$ cat config.mk
export PLATFORM = sky130hd
export DESIGN_NAME = parity_csr
export DESIGN_NICKNAME = d
export VERILOG_FILES = /design/src/rtl/parity_csr.sv
export SDC_FILE = /design/constraint.sdc
export NUM_CORES = 1
export LEC_CHECK = 0
export BUFFER_PORTS_ARGS = -buffer_cell sky130_fd_sc_hd__buf_2
export CORE_ASPECT_RATIO = 0.75
export CORE_MARGIN = 2
export CORE_UTILIZATION = 25
export DETAILED_ROUTE_END_ITERATION = 10
export GPL_TIMING_DRIVEN = 0
export RECOVER_POWER = 50
export SYNTH_ARGS = -nofsm -noshare
export SYNTH_HDL_FRONTEND = slang
export SYNTH_SLANG_ARGS = --single-unit
$ cat constraint.sdc
create_clock -name clk -period 3.1 [get_ports clk]
set_clock_uncertainty 0.15 [all_clocks]
set_input_delay 0.62 -clock clk [delete_from_list [all_inputs] [get_ports clk]]
set_output_delay 0.62 -clock clk [all_outputs]
set_load 0.02 [all_outputs]
$ cat src/rtl/parity_csr.sv
module parity_csr #(
  parameter int ADDR_W   = 16,
  parameter int ARR_N    = 8,
  parameter int ARR_BASE = 'h1000,
  parameter int STRIDE   = 4,
  parameter int W_A      = 16,
  parameter int W_B      = 8
) (
  input  logic              clk,
  input  logic              rst,
  input  logic [ADDR_W-1:0] addr,
  input  logic [31:0]       wdata,
  input  logic              wr_en,
  output logic [31:0]       rd_data,
  output logic              parity_error
);
  localparam int NREG = ARR_N + 1;
  localparam int LO_B = W_A;
  localparam int LO_C = W_A + W_B;

  logic [NREG*W_A-1:0] fa_q;
  logic [NREG*W_B-1:0] fb_q;
  logic [NREG-1:0]     fc_q;
  logic [NREG-1:0]     pa_q, pb_q, pc_q;
  logic [NREG-1:0]     hit, bad;
  logic [NREG*32-1:0]  view;

  for (genvar k = 0; k < NREG; k++) begin : g_reg
    localparam int BASE = (k == 0) ? 0 : ARR_BASE + (k - 1) * STRIDE;
    assign hit[k] = (addr == ADDR_W'(BASE));

    always_ff @(posedge clk) begin
      if (rst) begin
        fa_q[k*W_A +: W_A] <= '0;
        fb_q[k*W_B +: W_B] <= '0;
        fc_q[k]            <= 1'b0;
        pa_q[k]            <= 1'b0;
        pb_q[k]            <= 1'b0;
        pc_q[k]            <= 1'b0;
      end else if (wr_en && hit[k]) begin
        fa_q[k*W_A +: W_A] <= wdata[W_A-1:0];
        fb_q[k*W_B +: W_B] <= wdata[LO_C-1:LO_B];
        fc_q[k]            <= wdata[LO_C];
        pa_q[k]            <= ^wdata[W_A-1:0];
        pb_q[k]            <= ^wdata[LO_C-1:LO_B];
        pc_q[k]            <= wdata[LO_C];
      end
    end

    assign bad[k] = (^fa_q[k*W_A +: W_A] != pa_q[k]) |
                    (^fb_q[k*W_B +: W_B] != pb_q[k]) |
                    (fc_q[k] != pc_q[k]);

    assign view[k*32 +: 32] = hit[k]
      ? {{(32-LO_C-1){1'b0}}, fc_q[k], fb_q[k*W_B +: W_B], fa_q[k*W_A +: W_A]}
      : 32'd0;
  end

  always_comb begin
    rd_data = '0;
    for (int k = 0; k < NREG; k++) rd_data = rd_data | view[k*32 +: 32];
  end

  always_ff @(posedge clk) begin
    if (rst) parity_error <= 1'b0;
    else     parity_error <= |bad;
  end
endmodule

==> results of run 1 <==
[synth_stat cells (15+ instances only)]
master	number
sky130_fd_sc_hd__clkbuf_1	68
sky130_fd_sc_hd__o22ai_1	25
sky130_fd_sc_hd__nor2_1	91
sky130_fd_sc_hd__xor2_1	28
sky130_fd_sc_hd__mux2i_1	129
sky130_fd_sc_hd__buf_2	24
sky130_fd_sc_hd__a21oi_1	180
sky130_fd_sc_hd__nand2_1	325
sky130_fd_sc_hd__xnor2_1	184
sky130_fd_sc_hd__a22oi_1	22
sky130_fd_sc_hd__dfxtp_1	244
sky130_fd_sc_hd__buf_4	15
[routing by layer]
layer / track usage [%] / up-vias / share of wire, %
li1: - / 5088 / -
met1: 24.9 / 5304 / 50
met2: 21.2 / 488 / 38
met3: 3.41 / 50 / 10
met4: 3.24 / 0 / 1.7
met5: 0 / - / 0
[worst max path at each step]
stage | end | cells after the start | slack, ns
global placement | rd_data[6] | 8 | -1.19
CTS | rd_data[1] | 11 | -0.11
detailed placement | rd_data[6] | 8 | -1.22
floorplan | rd_data[12] | 6 | 0.08
finish | rd_data[9] | 11 | -0.11
global route | rd_data[1] | 11 | -0.15
[cell families after synthesis]
family,count (synthesis),synth area share [%]
and+or+nand+nor,475,16.6
AOI/OAI and AO/OA,262,12.3
DFF,244,38.8
xor gates and xnor gates,225,17.1
muxes,129,10.3
buffers and inverters,120,4.94
other,1,0.0298
[flip-flops by register name, indices dropped and copies added, names as in the netlist]
signal / cells
pc_q: 9
pb_q: 9
fa_q: 144
parity_error: 1
fb_q: 72
pa_q: 9
[power groups by stage]
| stage | clock, mW | combinational [mW] | sequential [mW] |
|---|---|---|---|
| 2_1_floorplan | 0 | 0.234 | 3.20 |
| 3_3_place_gp | 0 | 0.372 | 3.20 |
| 3_5_place_dp | 0 | 0.376 | 3.20 |
| 4_1_cts | 3.09 | 0.384 | 3.13 |
| 5_1_grt | 3.23 | 0.412 | 3.13 |
| 6_report | 3.05 | 0.391 | 3.13 |
[critical path, stage by stage]
cell,delay (ns)
sky130_fd_sc_hd__buf_6,0.10
sky130_fd_sc_hd__nor4_4,0.24
sky130_fd_sc_hd__buf_4,0.18
sky130_fd_sc_hd__nand4b_4,0.15
sky130_fd_sc_hd__or2_1,0.28
sky130_fd_sc_hd__buf_8,0.16
sky130_fd_sc_hd__clkbuf_16,0.19
sky130_fd_sc_hd__o22ai_2,0.11
sky130_fd_sc_hd__a21oi_1,0.07
sky130_fd_sc_hd__nand3_1,0.17
sky130_fd_sc_hd__buf_6,0.15
[layout make-up]
type                            instances  area share, %
Multi-Input combinational cell       1098           49.0
Sequential cell                       244           31.8
Tap cell                              657           5.36
Buffer                                116           5.06
Clock buffer                           32           4.30
Timing Repair Buffer                   62           3.53
Clock inverter                         10          0.865
Inverter                                2         0.0489
[repair_timing]
action / CTS / global route
endpoints found under the hold margin: 0 / 0
setup buffers: 13 / 5
gates resized for setup: 163 / 30
cloned: 2 / 0
pin swaps: 24 / 7
setup endpoints to repair: 25 / 25
==> impl_summary.log, run 1 <==
INFO  metric outcome = complete, but fails checks
INFO  metric failed_checks = setup timing
INFO  metric placed_area = between 10000 and 15000 µm²
INFO  metric vias = between 10000 and 15000
INFO  metric path_max_fanout = 10
INFO  metric max-vdd-ir-drop = approximately 0.00042 V
INFO  metric grt_pass1_vias = between 10000 and 15000
INFO  metric detail-route-antenna-nets = 0
INFO  metric area_growth_syn_to_layout = 21.8%
INFO  metric setup_repair_after_global_routing_missed_its_margin = yes
INFO  metric detail_route.wl_per_cell = 18.9 µm
INFO  metric dr.first_iter.drc_count = about 1500
INFO  metric worstHoldStart = wdata[0]
INFO  metric totalNegativeSetupSlack = -1.12 ns
INFO  metric pwr_total = between 6 and 7 mW
INFO  metric synthesis.area_per_instance = just under 9 µm²
INFO  metric clk_pin_slew_worst_paths = 0.07 ns
INFO  metric fillerInstances = approximately 5200
INFO  metric groute.usage.overall = between 10% and 20%
INFO  metric gp_congestion = roughly 0.96
INFO  metric leakage = ~5.5 nW
INFO  metric root_buffer = sky130_fd_sc_hd__clkbuf_16
INFO  metric synth_seq_cells = ~240
INFO  metric worstReg2RegStart = fa_q[132]
INFO  metric timing.final.ws_setup = -0.110 ns
INFO  metric initial_standard_cell_utilization_of_the_core = between 20% and 30%
INFO  metric r2r-end = parity_error
INFO  metric period_minus_slack = 3.21 ns
INFO  metric synthCells = 1456
INFO  metric sw_frac_of_total = about a quarter
INFO  metric cell_area_after_synthesis = 12600 µm²
INFO  metric synth_seq_area_share = about two fifths
INFO  metric mostFrequentLayoutCells = sky130_fd_sc_hd__nand2_1 (318), sky130_fd_sc_hd__dfxtp_1 (244), sky130_fd_sc_hd__xnor2_1 (184)
INFO  metric cp.arrival = roughly 2.4 ns
INFO  metric pin_count_of_the_biggest_net_entering_global_routing = 16
INFO  metric n_antenna_cell = 0
INFO  metric cts_tree = done
INFO  metric setup.reg_to_reg.worst_slack = 0.25 ns
INFO  metric fp.dieArea = around 52000 µm²
INFO  metric cts_htree_levels = 1
INFO  metric p_comb_share = 5.9%
INFO  metric final_core_utilization = between 30% and 40%
INFO  metric hold_viol = 0
INFO  metric synth_top_cells_by_area = sky130_fd_sc_hd__dfxtp_1 (39%), sky130_fd_sc_hd__xnor2_1 (13%), sky130_fd_sc_hd__mux2i_1 (10%), sky130_fd_sc_hd__nand2_1 (9.7%), sky130_fd_sc_hd__a21oi_1 (7.2%)
INFO  metric nets = about 1600
INFO  metric ys_types = 45
INFO  metric cts_hold_buf = 0
INFO  metric post-route-period-util = 104%
INFO  metric tightestPinTransition = slightly below 1 ns
INFO  metric ys.flop_type = sky130_fd_sc_hd__dfxtp_1
INFO  metric max_slew_margin = between 30% and 40%
INFO  metric fin_area = between 15000 and 20000 µm²
INFO  metric synth_async_sr_flop_share = 0%
INFO  metric cp-startpoint = addr[14]
INFO  metric synth_edf_count = 0
INFO  metric global_route_wire_length_before_repair = around 63 mm
INFO  metric maxCapViolCount = 0
INFO  metric hold_end = fa_q[32]
INFO  metric pre_cts_slack = -1.22 ns
INFO  metric critical_path_startpoint_category = input port
INFO  metric post-place-cells = roughly 2200
INFO  metric min_delay_path_depth = 3
INFO  metric r2r_cells = 6
INFO  metric slew_viol_final = 0
INFO  metric worst-setup-path-type = in2out
INFO  metric yosys.area.top_type_share = about two fifths
INFO  metric power_switching = roughly 1.6 mW
INFO  metric multi_input_area = ~7500 µm²
INFO  metric remaining_drc_errors = 0
INFO  metric timing.fmax = roughly 310 MHz
INFO  metric finalNonFillerCells = 2221
INFO  metric globalRoute.totalOverflow = 0
INFO  metric routed_wl = between 40 and 50 mm
INFO  metric power_density = approximately 430 nW/µm²
INFO  metric clock_sink_count = 244
INFO  metric cts-root-to-sink-buffers = 3
INFO  metric mostFrequentLayoutCell = sky130_fd_sc_hd__nand2_1
INFO  metric antenna_found_initial = 0
INFO  metric finish_stage_setup_viols = 23
INFO  metric synthDominantAreaCellType = sky130_fd_sc_hd__dfxtp_1
INFO  metric io_pins = 84
INFO  metric placement_rows = 71
INFO  metric layout.area.seq = 4880 µm²
INFO  metric worstSetupEndpointType = primary output
INFO  metric port_buf_inserts = between 40 and 50
INFO  metric die_h = around 200 µm
INFO  metric hold_wc_path_type = in2reg
INFO  metric detailed_place_hpwl = around 32 mm
INFO  metric first_pass_iters = 5
INFO  metric fp.dieW = between 200 and 300 µm
INFO  metric intPower = about 5 mW
INFO  metric tritoncts.num_buffers = 23
INFO  metric number_of_warning_messages_in_the_yosys_log = 0
INFO  metric clock_power_share = 46.4%
INFO  metric share_of_cells_above_drive_strength_1 = roughly 16%
INFO  metric insertion_delay = 0.54 ns
INFO  metric routed_via_density = just under 5
INFO  metric floorplan.core_area = 49900 µm²
INFO  metric worst_ep_required_time = about 2.3 ns
INFO  metric hold_worst_slack = 0.284 ns
INFO  metric sequential_power_share = between 40% and 50%
Power figures use the tool's default switching activity.
==> run 2, diff against run 1 <==
ABC_AREA = 1   (was unset)
==> impl_summary.log, run 2 <==
INFO  metric first_pass_iters = 5 (unchanged)
INFO  metric number_of_warning_messages_in_the_yosys_log = 0 (unchanged)
INFO  metric nets = 2562 (+60%)
INFO  metric grt_use_met1 = 29.4% (+4.4 points)
INFO  metric share_of_cells_above_drive_strength_1 = 11.9% (-3.8 points)
INFO  metric mostFrequentLayoutCell = sky130_fd_sc_hd__nand2_1
INFO  metric grt.busiest_layer = met1
INFO  metric worstHoldStart = wdata[23]
INFO  metric synth_seq_cells = 244 (unchanged)
INFO  metric synth_async_sr_flop_share = 0% (unchanged)
INFO  metric detailed_place_hpwl = 46.0 mm (+44%)
INFO  metric ys.flop_type = sky130_fd_sc_hd__dfxtp_1
INFO  metric cell_type_of_the_slowest_stage_on_the_worst_timing_path = sky130_fd_sc_hd__and3_4
INFO  metric critical_path.cell_chain = buf_6 -> nor3_2 -> and3_4 -> nand3_4 -> nor2_4 -> inv_4 -> clkbuf_8 -> o22ai_1 -> nor2_2 -> nand3_2 -> buf_6
INFO  metric n_antenna_cell = 0 (unchanged)
INFO  metric timing.fmax = 323 MHz (+3.8%)
INFO  metric max-vdd-ir-drop = 0.000280 V (-33%)
INFO  metric antenna_found_initial = 1 (+1)
INFO  metric most_used_standard_cell_by_instance_count_after_synthesis = sky130_fd_sc_hd__nand2_1
INFO  metric met2_usage = 25.7% (+4.5 points)
INFO  metric grt_pass1_vias = 14167 (+41%)
INFO  metric groute.usage.overall = 19.1% (+3.3 points)
INFO  metric outcome = completed
INFO  metric detail_route.wl_per_cell = 18.6 µm (-1.9%)
INFO  metric clock_sink_count = 244 (unchanged)
INFO  metric die_h = 218 µm (+9.9%)
INFO  metric finish_stage_setup_viols = 0 (-100%)
INFO  metric initial_standard_cell_utilization_of_the_core = 25.3% (+0.039 points)
INFO  metric critical_path.most_common_cell = sky130_fd_sc_hd__buf_6
INFO  metric path_max_fanout = 5 (-5)
INFO  metric mostFrequentLayoutCells = sky130_fd_sc_hd__nand2_1 (764), sky130_fd_sc_hd__nor2_1 (337), sky130_fd_sc_hd__inv_1 (279)
INFO  metric worst-setup-path-type = in2out
INFO  metric leakage = 8.13 nW (+48%)
INFO  metric cts-root-to-sink-buffers = 3 (unchanged)
INFO  metric hold_viol = 0 (unchanged)
INFO  metric maxCapViolCount = 0 (unchanged)
INFO  metric tightestPinTransition = 1.00 ns (+0.0386 ns)
INFO  metric period_minus_slack = 3.09 ns (-0.117 ns)
INFO  metric placement_rows = 78 (+9.9%)
INFO  metric remaining_drc_errors = 0 (unchanged)
INFO  metric detail-route-antenna-nets = 0 (unchanged)
INFO  metric area_growth_syn_to_layout = 20.9%
INFO  metric globalRoute.totalOverflow = 0 (unchanged)
INFO  metric largest_reg_flops = 144 (unchanged)
INFO  metric synth_seq_area_share = 32.0% (-6.8 points)
INFO  metric clk_pin_slew_worst_paths = 0.07 ns (about the same)
INFO  metric pin_count_of_the_biggest_net_entering_global_routing = 14 (-2)
INFO  metric tritoncts.num_buffers = 25 (+8.7%)
INFO  metric io_pins = 84 (unchanged)
INFO  metric cts_hold_buf = 0 (unchanged)
INFO  metric synthCells = 2418 (+66%)
INFO  metric routed_wl = 61.8 mm (+47%)
INFO  metric cp.arrival = 2.32 ns (-0.12 ns)
INFO  metric hold_worst_slack = 0.300 ns (+0.0163 ns)
INFO  metric ys_types = 35 (-22%)
INFO  metric fp.dieW = 289 µm (+9.9%)
INFO  metric pwr_total = 6.63 mW (+0.84%)
INFO  metric critical_path_startpoint_category = input port
INFO  metric top_regs = fa_q: 144 flops, fb_q: 72 flops
INFO  metric post-route-period-util = 99.8% (-3.8 points)
INFO  metric critical_path.top_delay_family = simple AND/OR/NAND/NOR gates
INFO  metric cp-startpoint = addr[13]
INFO  metric regMostFlops = fa_q
INFO  metric fp.dieArea = 63000 µm² (+21%)
INFO  metric cts_htree_levels = 1 (unchanged)
INFO  metric port_buf_inserts = 42 (unchanged)
INFO  metric hold_wc_path_type = in2reg
INFO  metric dr.first_iter.drc_count = 2129 (+46%)
INFO  metric worst_ep_required_time = 2.33 ns (about the same)
INFO  metric root_buffer = sky130_fd_sc_hd__clkbuf_16
INFO  metric floorplan.core_area = 60400 µm² (+21%)
INFO  metric synthesis.area_per_instance = 6.31 µm² (-27%)
INFO  metric totalNegativeSetupSlack = 0 ns (+1.12 ns)
INFO  metric groute.layer.met3.usage = 3.92% (+0.52 points)
INFO  metric worstReg2RegStart = fa_q[127]
INFO  metric insertion_delay = 0.56 ns (+0.02 ns)
INFO  metric cts_tree = done
INFO  metric power_density = 359 nW/µm² (-16%)
INFO  metric routed_via_density = 4.90 (-0.39%)
INFO  metric crit_buf_inv = 4 (-1)
INFO  metric worstSetupEndpointType = primary output
INFO  metric synth_top_cells_by_area = sky130_fd_sc_hd__dfxtp_1 (32%), sky130_fd_sc_hd__nand2_1 (19%), sky130_fd_sc_hd__a211oi_1 (9.3%), sky130_fd_sc_hd__nor2_1 (8.4%), sky130_fd_sc_hd__inv_1 (7.0%)
INFO  metric cell_area_after_synthesis = 15300 µm² (+21%)
INFO  metric yosys.area.top_type_share = 32.0% (-6.8 points)
INFO  metric synthDominantAreaCellType = sky130_fd_sc_hd__dfxtp_1
INFO  metric vias = 16309 (+49%)
INFO  metric synth_common_cells = sky130_fd_sc_hd__nand2_1 (766), sky130_fd_sc_hd__nor2_1 (343), sky130_fd_sc_hd__inv_1 (284)
INFO  metric cpPeakStageDelay = 0.24 ns (-0.04 ns)
INFO  metric max_slew_margin = 32.8% (-2.4 points)
INFO  metric setup_repair_after_global_routing_missed_its_margin = yes
INFO  metric slew_viol_final = 0 (unchanged)
INFO  metric synth_edf_count = 0 (unchanged)
INFO  metric gp_congestion = 0.946 (-1.4%)
INFO  metric global_route_wire_length_before_repair = 90.0 mm (+43%)
run 2: cell count changes in the layout (fill, tap and decap cells not counted), sizes merged, moves of 14 or more:
cell	change
inv	+292
nand3	+81
o21ai	+52
a21oi	-141
buf	+16
a222oi	-14
nor2	+257
a211oi	+186
a22o	-14
o22ai	+50
xnor2	-112
xor2	+28
mux2i	-129
nand2	+441
run 2: cells by family after synthesis:
kind of cell / share of synthesized area [%]
compound gates: 16.8
xor+xnor: 7.35
buf+inv: 11.7
flops: 32.0
other cells: 0.0246
simple gates: 32.0
run 2: path summary, 6_finish.rpt:
kind / endpoint / slack [ns] / cells after the start
hold reg to reg: pb_q[0] / 0.32 / 2
setup / recovery: rd_data[12] / 0.007 / 11
setup reg to reg: parity_error / 0.50 / 15
hold / removal: fb_q[71] / 0.30 / 3
run 2: power breakdown:
group	switching [mW]	leakage, nW	internal [mW]
clock	1.40	0.381	1.66
sequential	0.0000528	1.96	3.13
combinational	0.346	5.78	0.0899
total	1.74	8.13	4.89
run 2: area by class of cell:
type	count	area, µm²
flip-flops and latches	244	4880
clock buffers	37	711
inverters	293	1120
multi-input cells	1748	9310
well taps	800	1000
repair buffers	61	509
clock inverters	6	58.8
plain buffers	138	852
fillers	6469	42000
run 2: metrics by stage:
stage	utilization, %	setup WS (ns)	instance area, µm²	std cells
2_1_floorplan	-	0.363	15300	2424
3_3_place_gp	27.3	-0.600	16500	3266
3_5_place_dp	27.3	-0.616	16500	3266
4_1_cts	30.0	-0.0176	18100	3323
5_1_grt	30.5	-0.0973	18400	3327
6_report	30.5	0.00691	18400	3327
run 2: repair_timing:
action	CTS	global route
pin swaps	21	16
buffers inserted	12	5
resized for setup	167	63
setup endpoints to repair	25	25
hold endpoints to repair	0	0
cloned	2	0
run 2: layer usage:
metal / share of wire [%] / vias up / wire length, µm
met2: 38 / 909 / 23700
met5: 0.021 / - / 13
met1: 46 / 7392 / 28500
met4: 3.5 / 2 / 2190
met3: 12 / 117 / 7470
li1: - / 7889 / -
run 2: tightest hold or removal path, delay by kind of cell:
family | cells | cell delay (ns)
buffers and inverters | 1 | 0.18
and+or+nand+nor | 2 | 0.16
==> run 3, diff against run 2 <==
CAP_MARGIN = 40   (was unset)
CORE_MARGIN = 1   (was 2)
clock period = 2.7 ns   (was 3.1 ns; I/O delays follow)
==> impl_summary.log, run 3 (same netlist as run 2, synthesis figures left out) <==
INFO  metric outcome = complete, but fails checks
INFO  metric failed_checks = setup timing
INFO  metric antenna_found_initial = 0 (-1)
INFO  metric cpPeakStageDelay = 0.23 ns (about the same)
INFO  metric fin_area = 19100 µm² (+3.7%)
INFO  metric slew_viol_final = 0 (unchanged)
INFO  metric worst_ep_required_time = 2.01 ns (-0.32 ns)
INFO  metric worstHoldStart = wdata[1]
INFO  metric critical_path.top_delay_family = simple AND/OR/NAND/NOR gates
INFO  metric groute.usage.overall = 19.2% (+0.12 points)
INFO  metric mostFrequentLayoutCell = sky130_fd_sc_hd__nand2_1
INFO  metric pre_cts_slack = -0.913 ns (-0.296 ns)
INFO  metric dr.first_iter.drc_count = 1894 (-11%)
INFO  metric fillerInstances = 6437 (-0.49%)
INFO  metric max-vdd-ir-drop = 0.000408 V (+45%)
INFO  metric finalNonFillerCells = 3348 (+0.63%)
INFO  metric globalRoute.totalOverflow = 0 (unchanged)
INFO  metric cts_htree_levels = 1 (unchanged)
INFO  metric timing.final.ws_setup = -0.257 ns (-0.264 ns)
INFO  metric n_antenna_cell = 0 (unchanged)
INFO  metric finish_stage_setup_viols = 25 (+25)
INFO  metric cp-startpoint = addr[15]
INFO  metric first_pass_iters = 5 (unchanged)
INFO  metric maxCapViolCount = 0 (unchanged)
INFO  metric hold_worst_slack = 0.211 ns (-0.0893 ns)
INFO  metric top_regs = fa_q: 144 flops, fb_q: 72 flops
INFO  metric remaining_drc_errors = 0 (unchanged)
INFO  metric final_core_utilization = 31.7% (+1.1 points)
INFO  metric power_density = 409 nW/µm² (+14%)
INFO  metric io_pins = 84 (unchanged)
INFO  metric max_slew_margin = 38.3% (+5.5 points)
INFO  metric routed_wl = 61.9 mm (about the same)
INFO  metric vias = 16353 (+0.27%)
INFO  metric detailed_place_hpwl = 45.6 mm (-0.83%)
INFO  metric crit_buf_inv = 5 (+1)
INFO  metric mostFrequentLayoutCells = sky130_fd_sc_hd__nand2_1 (764), sky130_fd_sc_hd__nor2_1 (325), sky130_fd_sc_hd__inv_1 (279)
INFO  metric worstSetupEndpointType = primary output
INFO  metric fp.dieW = 287 µm (-0.69%)
INFO  metric critical_path.most_common_cell = sky130_fd_sc_hd__buf_6
INFO  metric floorplan.core_area = 60400 µm² (unchanged)
INFO  metric gp_congestion = 0.934 (-1.2%)
INFO  metric cts_hold_buf = 0 (unchanged)
INFO  metric period_minus_slack = ~3 ns
INFO  metric placement_rows = 78 (unchanged)
INFO  metric critical_path_startpoint_category = input port
INFO  metric hold_wc_path_type = in2reg
INFO  metric routed_via_density = 4.88 (-0.36%)
INFO  metric worstReg2RegStart = fa_q[127]
INFO  metric cts-root-to-sink-buffers = 3 (unchanged)
INFO  metric post-route-period-util = 110%
INFO  metric tightestPinTransition = 0.925 ns (-0.0780 ns)
INFO  metric insertion_delay = 0.57 ns (about the same)
INFO  metric global_route_wire_length_before_repair = 89.8 mm (-0.13%)
INFO  metric hold_viol = 0 (unchanged)
INFO  metric leakage = 8.34 nW (+2.7%)
INFO  metric pin_count_of_the_biggest_net_entering_global_routing = 13 (-1)
INFO  metric share_of_cells_above_drive_strength_1 = 13.9% (+2.0 points)
INFO  metric post-place-cells = 3268 (+0.061%)
INFO  metric clk_pin_slew_worst_paths = 0.07 ns (about the same)
INFO  metric timing.fmax = 338 MHz
INFO  metric fp.dieArea = 62000 µm² (-1.6%)
INFO  metric tritoncts.num_buffers = 27 (+8.0%)
INFO  metric setup.reg_to_reg.worst_slack = 0.25 ns (-0.25 ns)
INFO  metric detail_route.wl_per_cell = 18.5 µm (-0.54%)
INFO  metric largest_reg_flops = 144 (unchanged)
INFO  metric regMostFlops = fa_q
INFO  metric die_h = 216 µm (-0.92%)
INFO  metric critical_path.cell_chain = buf_6 -> nor3_4 -> and3_4 -> nand3_4 -> buf_12 -> nor2_4 -> inv_6 -> buf_8 -> o22ai_1 -> a21oi_1 -> nand3_1 -> buf_6
INFO  metric path_max_fanout = 10 (+5)
INFO  metric cell_type_of_the_slowest_stage_on_the_worst_timing_path = sky130_fd_sc_hd__and3_4
INFO  metric nets = 2580 (+0.70%)
INFO  metric initial_standard_cell_utilization_of_the_core = 25.3% (unchanged)
INFO  metric setup_repair_after_global_routing_missed_its_margin = yes
INFO  metric cts_tree = done
INFO  metric grt_pass1_vias = 14435 (+1.9%)
INFO  metric clock_sink_count = 244 (unchanged)
INFO  metric worst-setup-path-type = in2out
INFO  metric area_growth_syn_to_layout = 25.4%
INFO  metric placed_area = 16500 µm² (unchanged)
INFO  metric detail-route-antenna-nets = 0 (unchanged)
INFO  metric port_buf_inserts = 42 (unchanged)
INFO  metric cp.arrival = 2.27 ns (-0.05 ns)
INFO  metric root_buffer = sky130_fd_sc_hd__clkbuf_16
==> run 3: timing repair <==
item | in CTS | in global routing
pin swaps | 30 | 24
gates resized for setup | 263 | 47
setup endpoints to repair | 25 | 25
setup buffers | 19 | 6
gates cloned | 4 | 3
endpoints found under the hold margin | 0 | 0
==> run 3: worst paths after layout <==
| path | cells after the start | end |
|---|---|---|
| setup / recovery | 12 | rd_data[23] |
| setup reg to reg | 14 | parity_error |
| hold reg to reg | 2 | pb_q[0] |
| hold / removal | 3 | fa_q[113] |
==> run 3: worst reg2reg max path: cells and delay by family, from the launching register on <==
family | cells | cell delay, ns
AND/OR/NAND/NOR | 11 | 1.17
buffers and inverters | 2 | 0.54
flip-flops | 1 | 0.30
AO/OA/AOI/OAI | 1 | 0.11
==> run 3: routing by layer <==
| metal | vias to the layer above | wire length (µm) | global-route usage, % |
|---|---|---|---|
| met5 | - | 0 | 0 |
| li1 | 7941 | - | - |
| met4 | 0 | 2260 | 6.33 |
| met1 | 7462 | 28500 | 28.3 |
| met3 | 142 | 6890 | 4.64 |
| met2 | 808 | 24200 | 26.8 |
==> run 3: report_power, final <==
group	internal (mW)	switching (mW)	total (mW)
Clock	2.10	1.62	3.72
Combinational	0.123	0.382	0.505
Sequential	3.60	0.0000737	3.60
==> run 3: per-stage QoR <==
| stage | total power, mW | setup TNS, ns |
|---|---|---|
| floorplan | 3.91 | 0 |
| global placement | 4.12 | -23.96 |
| detailed placement | 4.15 | -19.91 |
| CTS | 7.79 | -3.40 |
| global route | 7.98 | -5.69 |
| finish | 7.82 | -4.45 |
==> run 3: layout make-up <==
| type | count | area (µm²) | area share, % |
|---|---|---|---|
| well taps | 800 | 1000 | 5.23 |
| repair buffers | 76 | 813 | 4.25 |
| multi-input cells | 1748 | 9540 | 49.9 |
| plain buffers | 139 | 902 | 4.72 |
| inverters | 293 | 1130 | 5.93 |
| flip-flops and latches | 244 | 4880 | 25.5 |
| clock inverters | 7 | 62.6 | 0.327 |
| clock buffers | 41 | 788 | 4.12 |
